--- config.mk ---
export PLATFORM = sky130hd
export DESIGN_NAME = gpio_port
export DESIGN_NICKNAME = d
export VERILOG_FILES = /design/src/rtl/gpio_port_pkg.sv /design/src/rtl/gpio_sync.sv /design/src/rtl/gpio_regs.sv /design/src/rtl/gpio_mode_fsm.sv /design/src/rtl/gpio_pin_mux.sv /design/src/rtl/gpio_port.sv
export SDC_FILE = /design/constraint.sdc
export NUM_CORES = 1
export LEC_CHECK = 0
export ABC_AREA = 1
export BUFFER_PORTS_ARGS = -buffer_cell sky130_fd_sc_hd__buf_2
export CAP_MARGIN = 20
export CORE_ASPECT_RATIO = 0.7
export CORE_MARGIN = 5
export CORE_UTILIZATION = 40
export CTS_CLUSTER_SIZE = 30
export DETAILED_ROUTE_END_ITERATION = 6
export PLACE_DENSITY_LB_ADDON = 0.12
export SLEW_MARGIN = 5
export SYNTH_ARGS = -nofsm -noshare
export SYNTH_HDL_FRONTEND = slang
export SYNTH_SLANG_ARGS = --single-unit
--- constraint.sdc ---
create_clock -name clk -period 1.5 [get_ports clk]
set_input_delay 0.15 -clock clk [delete_from_list [all_inputs] [get_ports clk]]
set_output_delay 0.15 -clock clk [all_outputs]
set_load 0.05 [all_outputs]
--- src/rtl/gpio_port_pkg.sv ---
package gpio_port_pkg;
    localparam int PORT_W  = 8;
    localparam int PWM_LSB = 5;

    localparam logic [1:0] ADDR_PIN = 2'd0;
    localparam logic [1:0] ADDR_LAT = 2'd1;
    localparam logic [1:0] ADDR_DIR = 2'd2;

    localparam logic [1:0] PWM_OFF  = 2'b00;
    localparam logic [1:0] PWM_HALF = 2'b01;

    typedef enum logic [1:0] {
        ST_GPIO  = 2'd0,
        ST_SLAVE = 2'd1,
        ST_HALF  = 2'd2,
        ST_FULL  = 2'd3
    } port_state_t;
endpackage

--- src/rtl/gpio_sync.sv ---
module gpio_sync #(
    parameter int W      = 8,
    parameter int STAGES = 2
) (
    input  logic         clk,
    input  logic         rst_n,
    input  logic [W-1:0] d,
    output logic [W-1:0] q
);
    logic [W-1:0] chain [STAGES];

    generate
        for (genvar s = 0; s < STAGES; s++) begin : g_stage
            always_ff @(posedge clk or negedge rst_n) begin
                if (!rst_n)
                    chain[s] <= '0;
                else if (s == 0)
                    chain[s] <= d;
                else
                    chain[s] <= chain[(s == 0) ? 0 : s - 1];
            end
        end
    endgenerate

    assign q = chain[STAGES-1];
endmodule

--- src/rtl/gpio_regs.sv ---
module gpio_regs
    import gpio_port_pkg::*;
#(
    parameter int W = 8
) (
    input  logic         clk,
    input  logic         rst_n,
    input  logic [1:0]   addr,
    input  logic         we,
    input  logic [W-1:0] wdata,
    input  logic [W-1:0] pin_sync,
    output logic [W-1:0] latch_q,
    output logic [W-1:0] dir_q,
    output logic [W-1:0] rdata
);
    logic hit_latch;
    logic hit_dir;

    assign hit_latch = we && (addr == ADDR_PIN || addr == ADDR_LAT);
    assign hit_dir   = we && (addr == ADDR_DIR);

    always_ff @(posedge clk or negedge rst_n) begin
        if (!rst_n) begin
            latch_q <= '0;
            dir_q   <= '1;
        end else begin
            if (hit_latch) latch_q <= wdata;
            if (hit_dir)   dir_q   <= wdata;
        end
    end

    always_comb begin
        unique case (addr)
            ADDR_PIN: rdata = pin_sync;
            ADDR_LAT: rdata = latch_q;
            ADDR_DIR: rdata = dir_q;
            default:  rdata = '0;
        endcase
    end
endmodule

--- src/rtl/gpio_mode_fsm.sv ---
module gpio_mode_fsm
    import gpio_port_pkg::*;
#(
    parameter int W   = 8,
    parameter int LSB = 5
) (
    input  logic        clk,
    input  logic        rst_n,
    input  logic [1:0]  pwm_mode,
    input  logic        slave_req,
    output port_state_t state,
    output logic [W-1:0] takeover,
    output logic        slave_on,
    output logic        ttl_sel
);
    localparam logic [W-1:0] MASK_HALF = W'(1) << LSB;
    localparam logic [W-1:0] MASK_FULL = W'(7) << LSB;

    port_state_t state_nx;

    always_comb begin
        if (pwm_mode[1])
            state_nx = ST_FULL;
        else if (pwm_mode == PWM_HALF)
            state_nx = ST_HALF;
        else if (slave_req)
            state_nx = ST_SLAVE;
        else
            state_nx = ST_GPIO;
    end

    always_ff @(posedge clk or negedge rst_n) begin
        if (!rst_n) state <= ST_GPIO;
        else        state <= state_nx;
    end

    always_comb begin
        unique case (state)
            ST_GPIO:  begin takeover = '0;        slave_on = 1'b0; end
            ST_SLAVE: begin takeover = '0;        slave_on = 1'b1; end
            ST_HALF:  begin takeover = MASK_HALF; slave_on = 1'b0; end
            ST_FULL:  begin takeover = MASK_FULL; slave_on = 1'b0; end
            default:  begin takeover = '0;        slave_on = 1'b0; end
        endcase
        ttl_sel = slave_on;
    end
endmodule

--- src/rtl/gpio_pin_mux.sv ---
module gpio_pin_mux #(
    parameter int W = 8
) (
    input  logic [W-1:0] takeover,
    input  logic [W-1:0] pwm_lvl,
    input  logic         slave_on,
    input  logic         slave_drive,
    input  logic [W-1:0] slave_dout,
    input  logic [W-1:0] dir_q,
    input  logic [W-1:0] latch_q,
    output logic [W-1:0] pad_out,
    output logic [W-1:0] pad_oe
);
    generate
        for (genvar i = 0; i < W; i++) begin : g_pin
            always_comb begin
                if (takeover[i]) begin
                    pad_oe[i]  = 1'b1;
                    pad_out[i] = pwm_lvl[i];
                end else if (slave_on) begin
                    pad_oe[i]  = slave_drive;
                    pad_out[i] = slave_dout[i];
                end else begin
                    pad_oe[i]  = ~dir_q[i];
                    pad_out[i] = latch_q[i];
                end
            end
        end
    endgenerate
endmodule

--- src/rtl/gpio_port.sv ---
module gpio_port
    import gpio_port_pkg::*;
#(
    parameter int W           = PORT_W,
    parameter int SYNC_STAGES = 2,
    parameter int PWM_POS     = PWM_LSB
) (
    input  logic         clk,
    input  logic         rst_n,
    input  logic [1:0]   bus_addr,
    input  logic         bus_we,
    input  logic [W-1:0] bus_wdata,
    output logic [W-1:0] bus_rdata,
    input  logic [W-1:0] pad_in,
    output logic [W-1:0] pad_out,
    output logic [W-1:0] pad_oe,
    input  logic [1:0]   pwm_mode,
    input  logic         pwm_b,
    input  logic         pwm_c,
    input  logic         pwm_d,
    input  logic         slave_req,
    input  logic         slave_drive,
    input  logic [W-1:0] slave_dout,
    output logic         slave_active,
    output logic         ttl_sel
);
    logic [W-1:0] pin_sync;
    logic [W-1:0] latch_q;
    logic [W-1:0] dir_q;
    logic [W-1:0] takeover;
    logic [W-1:0] pwm_lvl;
    port_state_t  state;

    always_comb begin
        pwm_lvl = '0;
        pwm_lvl[PWM_POS +: 3] = {pwm_d, pwm_c, pwm_b};
    end

    gpio_sync #(.W(W), .STAGES(SYNC_STAGES)) u_sync (
        .clk(clk), .rst_n(rst_n), .d(pad_in), .q(pin_sync)
    );

    gpio_regs #(.W(W)) u_regs (
        .clk(clk), .rst_n(rst_n), .addr(bus_addr), .we(bus_we),
        .wdata(bus_wdata), .pin_sync(pin_sync), .latch_q(latch_q),
        .dir_q(dir_q), .rdata(bus_rdata)
    );

    gpio_mode_fsm #(.W(W), .LSB(PWM_POS)) u_fsm (
        .clk(clk), .rst_n(rst_n), .pwm_mode(pwm_mode), .slave_req(slave_req),
        .state(state), .takeover(takeover), .slave_on(slave_active),
        .ttl_sel(ttl_sel)
    );

    gpio_pin_mux #(.W(W)) u_mux (
        .takeover(takeover), .pwm_lvl(pwm_lvl), .slave_on(slave_active),
        .slave_drive(slave_drive), .slave_dout(slave_dout), .dir_q(dir_q),
        .latch_q(latch_q), .pad_out(pad_out), .pad_oe(pad_oe)
    );
endmodule

==> flow_summary.json, run 1 <==
{
  "status": "finished, violations left",
  "violations": "setup timing",
  "die_area_mm2": 0.00518,
  "powerDensity_mw_per_mm2": 1150,
  "clock_latency_ns": 0.28,
  "crit_end": "pad_out[6]",
  "areaGrowthSynthToFinish_pct": 42.1,
  "routedWlPerCell_um": 14.2,
  "drt_iter0_markers": 94,
  "whs_ns": 0.0727,
  "synthTopCellsByCount": "70 x nand2_1, 34 x nand3_1, 26 x dfrtp_1",
  "p_sw_w": 0.000896,
  "die_h_um": 61.7,
  "synth_ff_type": "dfrtp_1",
  "final_area_mm2": 0.00217,
  "synth_top_area_share_pct": 42.6,
  "max-cap-violations": 0,
  "grt_max_degree": 35,
  "yosysTopAreaCell": "dfrtp_1",
  "slew_violations": 0,
  "gr-usage-met1_pct": 23.6,
  "fin_nets": 293,
  "post-route-period-util_pct": 102,
  "std_cell_rows": 18,
  "maxSlewHeadroom_pct": 71.7,
  "ys_seq_elements": 34,
  "reg2reg_from": "u_regs.dir_q[1]",
  "path_cells": "nor2_4 -> buf_6 -> nand2_1 -> nand3_2 -> buf_8",
  "synth_most_common_cell": "nand2_1",
  "first_pass_iters": 6,
  "synthDistinctLibCells": 15,
  "numCtsBuffers": 5,
  "avgSynthCellArea_um2": 8.45,
  "pwr-share-clk_pct": 24.7,
  "p_leak_nw": 1.15,
  "pin_count": 62,
  "initial_core_util_pct": 42.4,
  "cp.buffers_inverters": 2,
  "min_period_ns": 1.53,
  "drive_above_1_share_pct": 37.0,
  "drc": 0,
  "rr_worst_depth": 2,
  "tightest_slew_ns": 0.424,
  "placed_area_mm2": 0.00188,
  "grt_pass1_wl_um": 6780,
  "busiest_layer": "met2",
  "slowest_stage": "dfrtp_1",
  "grt_pass1_vias": 1372,
  "async_reset_ff_share_pct": 100,
  "synthTopCellsByArea": "dfrtp_1 43%, nand2_1 17%, dfstp_2 14%",
  "timing.rr.end": "u_regs.dir_q[1]",
  "viasPerCell": 4.85,
  "syn_area_mm2": 0.00153,
  "clock_path_buffers": 2,
  "hold_path.class": "in2reg",
  "antenna_cells": 0,
  "portBuffers": 61,
  "power_frac_seq_pct": 43.8,
  "met2_usage_pct": 27.3,
  "fmax_mhz": 654,
  "arrival_ns": 1.38,
  "worstSetupPathType": "reg2out",
  "critPathTopFamily": "flip-flops",
  "min-delay-start": "slave_req",
  "seq_area_frac_synth_pct": 56.3,
  "drtAntennaViolNets": 0,
  "skew_ns": 0.000416,
  "reg2reg_slack_ns": 0.76,
  "synth_edf_count": 0,
  "grtUsageMet3_pct": 5.27,
  "cp.required_ns": 1.35,
  "syn-num-nets": 217,
  "peakVddDrop_v": 0.000688,
  "cp-end-kind": "primary output",
  "p_int_w": 0.00160,
  "syn_inst": 181,
  "cp_num_cells": 5,
  "via_count": 1488,
  "hpwl_um": 3050,
  "yosys_warnings": 0,
  "hold_viol": 0,
  "p_comb_share_pct": 31.6,
  "place.gp.congestion": 0.791,
  "finalSetupViolations": 2,
  "drt-total-wl_um": 4360,
  "grt_usage_pct": 17.4,
  "die_w_um": 83.9,
  "cts-root-buf": "clkbuf_8",
  "antenna_found_initial": 0,
  "clkTransAtPathRegs_ns": 0.07,
  "grt-ovfl-total": 0,
  "setup_ws_ns": -0.0280,
  "crit_start": "u_fsm.state[1]",
  "slowest_delay_ns": 0.41,
  "design.core.area_mm2": 0.00360,
  "clock_sinks": 34,
  "cts_tree": "done",
  "p_sw_share_pct": 35.9,
  "path_max_fanout": 10,
  "ctsHtreeMaxLevel": 2,
  "cp-start-kind": "register",
  "rsz0062_at_grt": "true"
}
-- power by group through the flow --
stage | Combinational, W | Sequential [W] | Clock [W]
detailed placement | 0.000683 | 0.00111 | 0
floorplan | 0.000502 | 0.00109 | 0
global route | 0.000843 | 0.00110 | 0.000673
finish | 0.000787 | 0.00109 | 0.000615
global placement | 0.000680 | 0.00111 | 0
CTS | 0.000761 | 0.00109 | 0.000632
-- layout by cell type (no fill, tap or decap), types with 3 or more instances in the layout --
cell type	instances
o21ai_1	4
nor2_1	5
buf_6	9
nand2_1	69
nand4_1	8
nand3_1	33
clkbuf_8	5
inv_1	6
dfrtp_1	26
inv_2	3
buf_2	44
dlygate4sd3_1	9
dfstp_2	8
buf_4	13
-- registers in the layout, indices dropped and copies added (netlist names) --
signal,flops
u_fsm.state,2
u_regs.dir_q,8
u_sync.chain,8
u_regs.latch_q,8
u_sync.q,8
-- area by class of cell --
type,instances,area (um^2)
clock buffers,5,68.8
inverters,9,33.8
multi-input cells,129,591
repair buffers,78,547
clock inverters,2,10.0
flip-flops and latches,34,861
well taps,50,62.6
fillers,345,1430
-- stage by stage --
| stage | setup slack [ns] | setup TNS (ns) | total power (W) | utilization (%) | instances |
|---|---|---|---|---|---|
| floorplan | -0.313 | -1.42 | 0.00159 | - | 181 |
| global placement | 0.214 | 0 | 0.00179 | 52.3 | 289 |
| detailed placement | 0.164 | 0 | 0.00179 | 52.3 | 289 |
| CTS | -0.0165 | -0.0540 | 0.00248 | 59.2 | 307 |
| global route | -0.0907 | -0.840 | 0.00262 | 60.3 | 307 |
| finish | -0.0280 | -0.0372 | 0.00250 | 60.3 | 307 |
-- repair_timing --
action	4_1_cts	5_1_grt
buffers inserted	2	0
hold buffers	9	0
cloned	0	0
hold endpoints to repair	34	0
pin swaps	1	2
endpoints found under the setup margin	17	19
gates resized for setup	25	14
-- worst reg2reg max path, delay by kind of cell, from the launching register on --
kind / cells / cell delay (ns)
simple gates: 2 / 0.13
flops: 1 / 0.56
-- metal layers --
| layer | up-vias | routed length (um) | part of all wire [%] |
|---|---|---|---|
| met3 | 5 | 242 | 5.6 |
| met5 | - | 0 | 0 |
| met4 | 0 | 38 | 0.87 |
| li1 | 744 | - | - |
| met2 | 43 | 2070 | 48 |
| met1 | 696 | 2000 | 46 |
-- how the worst min path moves through the flow --
stage	to	slack, ns	cells past startpoint
floorplan	u_fsm.state[0]	-0.15	0
global placement	u_fsm.state[0]	0.20	2
detailed placement	u_fsm.state[0]	0.20	2
CTS	u_fsm.state[0]	0.07	3
global route	u_fsm.state[0]	0.07	3
finish	u_fsm.state[0]	0.07	3
-- kinds of logic (layout without fill, tap and decap cells) --
| group | after synthesis | after routing | share of synthesized area, % |
|---|---|---|---|
| and+or+nand+nor | 121 | 121 | 34.9 |
| AOI/OAI and AO/OA | 8 | 8 | 2.62 |
| buffers and inverters | 18 | 94 | 6.22 |
| DFF | 34 | 34 | 56.3 |
(Power assumes the default switching activity.)
==> run 2: changes to the inputs <==
- BUFFER_PORTS_ARGS: -buffer_cell sky130_fd_sc_hd__buf_2 -> -buffer_cell sky130_fd_sc_hd__buf_4
- PLACE_DENSITY: default -> 0.65
- PLACE_DENSITY_LB_ADDON: 0.12 -> default
==> run 2 against run 1 <==
Effect of this change: the flow still finishes with violations (setup timing); final area is 4.8% higher; fmax is 0.36% lower; worst hold slack worse by 0.0086 ns; combinational power is 3.6% higher; via count is 0.60% lower; register-to-register slack hardly changed; clock power is 9.9% higher; global-route usage is 1.3 points lower; core utilization is 2.9 points higher; sequential power hardly changed; clock skew hardly changed.
==> flow_summary.json, run 2 (synthesized netlist as in run 1, its figures left out) <==
{
  "p_sw_share_pct": 34.8,
  "rsz0062_at_grt": "true",
  "status": "finished, violations left",
  "peakVddDrop_v": 0.000892,
  "die_area_mm2": 0.00518,
  "slew_violations": 0,
  "ctsHtreeMaxLevel": 2,
  "cts_tree": "done",
  "antenna_cells": 0,
  "whs_ns": 0.0641,
  "std_cell_rows": 18,
  "drive_above_1_share_pct": 37.0,
  "fmax_mhz": 652,
  "min_period_ns": 1.53,
  "place_ws_ns": 0.170,
  "grt_usage_pct": 16.2,
  "place.gp.congestion": 0.817,
  "max-cap-violations": 0,
  "grt_pass1_vias": 1424,
  "setup_ws_ns": -0.0335,
  "pin_count": 62,
  "clkTransAtPathRegs_ns": 0.06,
  "portBuffers": 61,
  "areaGrowthSynthToFinish_pct": 49.0,
  "busiest_layer": "met2",
  "drc": 0,
  "via_count": 1479,
  "cp-end-kind": "primary output",
  "powerDensity_mw_per_mm2": 1140,
  "clock_path_buffers": 2,
  "initial_core_util_pct": 42.4,
  "drt_iter0_markers": 128,
  "p_leak_nw": 1.17,
  "final_area_mm2": 0.00228,
  "grt_max_degree": 35,
  "skew_ns": 0.000701,
  "fillers": 327,
  "routedWlPerCell_um": 13.0,
  "hpwl_um": 2850,
  "met2_usage_pct": 24.3,
  "cts-root-buf": "clkbuf_8",
  "final_cell_mix": "68 x nand2_1, 51 x buf_4, 33 x nand3_1",
  "first_pass_iters": 4,
  "cp-start-kind": "register",
  "critPathTopFamily": "buffers and inverters",
  "power.total_w": 0.00259,
  "drtAntennaViolNets": 0,
  "die_w_um": 83.9,
  "tightest_slew_ns": 0.398,
  "post-route-period-util_pct": 102,
  "hold_path.class": "in2reg",
  "design.core.area_mm2": 0.00360,
  "final_common_cell": "nand2_1",
  "die_h_um": 61.7,
  "maxSlewHeadroom_pct": 73.5,
  "path_max_fanout": 6,
  "gr-usage-met1_pct": 22.3,
  "viasPerCell": 4.87,
  "pwr-share-clk_pct": 26.1,
  "power_frac_seq_pct": 42.5,
  "arrival_ns": 1.38,
  "placed_area_mm2": 0.00200,
  "cp.buffers_inverters": 3,
  "grtUsageMet3_pct": 5.40,
  "worstSetupPathType": "reg2out",
  "clock_sinks": 34,
  "fin_nets": 289,
  "clock_latency_ns": 0.28,
  "drt-total-wl_um": 3960,
  "violations": "setup timing",
  "p_comb_share_pct": 31.4,
  "numCtsBuffers": 5,
  "finalSetupViolations": 1,
  "antenna_found_initial": 0,
  "cp.required_ns": 1.35,
  "grt-ovfl-total": 0,
  "p_int_w": 0.00169,
  "hold_viol": 0,
  "path_cells": "inv_2 -> nor2_4 -> buf_6 -> o21ai_0 -> buf_4",
  "p_sw_w": 0.000902,
  "slowest_delay_ns": 0.40,
  "grt_pass1_wl_um": 6450,
  "slowest_stage": "dfrtp_2"
}
-- run 2: changes by cell type in the layout (fill, tap and decap cells not counted), sizes merged --
cell / delta
buf: -3
clkinv: -1
clkbuf: +1
-- run 2: final cells by class --
| cell class | count | area, um^2 | share of cell area, % |
|---|---|---|---|
| clock buffers | 7 | 86.3 | 3.79 |
| clock inverters | 1 | 5.00 | 0.220 |
| inverters | 9 | 33.8 | 1.48 |
| multi-input cells | 129 | 597 | 26.2 |
| flip-flops and latches | 34 | 863 | 37.9 |
| well taps | 50 | 62.6 | 2.75 |
| repair buffers | 74 | 631 | 27.7 |
-- run 2: worst paths after layout --
path | startpoint | endpoint | slack [ns] | cells after the start
worst max-delay path | u_fsm.state[0] | pad_oe[0] | -0.03 | 5
worst min-delay path | pwm_mode[0] | u_fsm.state[1] | 0.06 | 3
worst max register to register | u_regs.dir_q[1] | u_regs.dir_q[1] | 0.75 | 2
worst min register to register | u_sync.chain[11] | u_sync.q[3] | 0.35 | 0
max in group asynchronous | rst_n | u_regs.dir_q[3] | 0.83 | 2
min in group asynchronous | rst_n | u_sync.chain[15] | 0.33 | 2
-- run 2: power groups by stage --
stage	Clock, W	Sequential (W)	Combinational, W
2_1_floorplan	0	0.00109	0.000502
3_3_place_gp	0	0.00112	0.000738
3_5_place_dp	0	0.00112	0.000743
4_1_cts	0.000690	0.00110	0.000781
5_1_grt	0.000742	0.00111	0.000874
6_report	0.000676	0.00110	0.000815
-- run 2: per-layer routing --
layer	routed length, um	vias up	share of wire [%]
li1	-	731	-
met4	46	0	1.2
met1	1880	673	48
met2	1710	68	43
met3	317	7	8.0
met5	0	-	0
-- run 2: what timing repair did --
| item | 4_1_cts | 5_1_grt |
|---|---|---|
| cloned | 0 | 1 |
| setup endpoints to repair | 15 | 14 |
| pin swaps | 1 | 1 |
| buffers inserted | 2 | 0 |
| hold endpoints to repair | 34 | 0 |
| gates resized for setup | 7 | 18 |
| hold buffers | 9 | 0 |
-- run 2: stage by stage --
| stage | std cells | setup TNS [ns] | util [%] |
|---|---|---|---|
| finish | 304 | -0.0335 | 63.2 |
| global route | 304 | -0.588 | 63.2 |
| CTS | 303 | 0 | 61.5 |
| detailed placement | 284 | 0 | 55.5 |
| global placement | 284 | 0 | 55.5 |
| floorplan | 181 | -1.42 | - |
-- run 2: tightest hold or removal path, cell delays in order --
cell and delay [ns]:
buf_4 0.08, inv_1 0.04, nand2_1 0.05
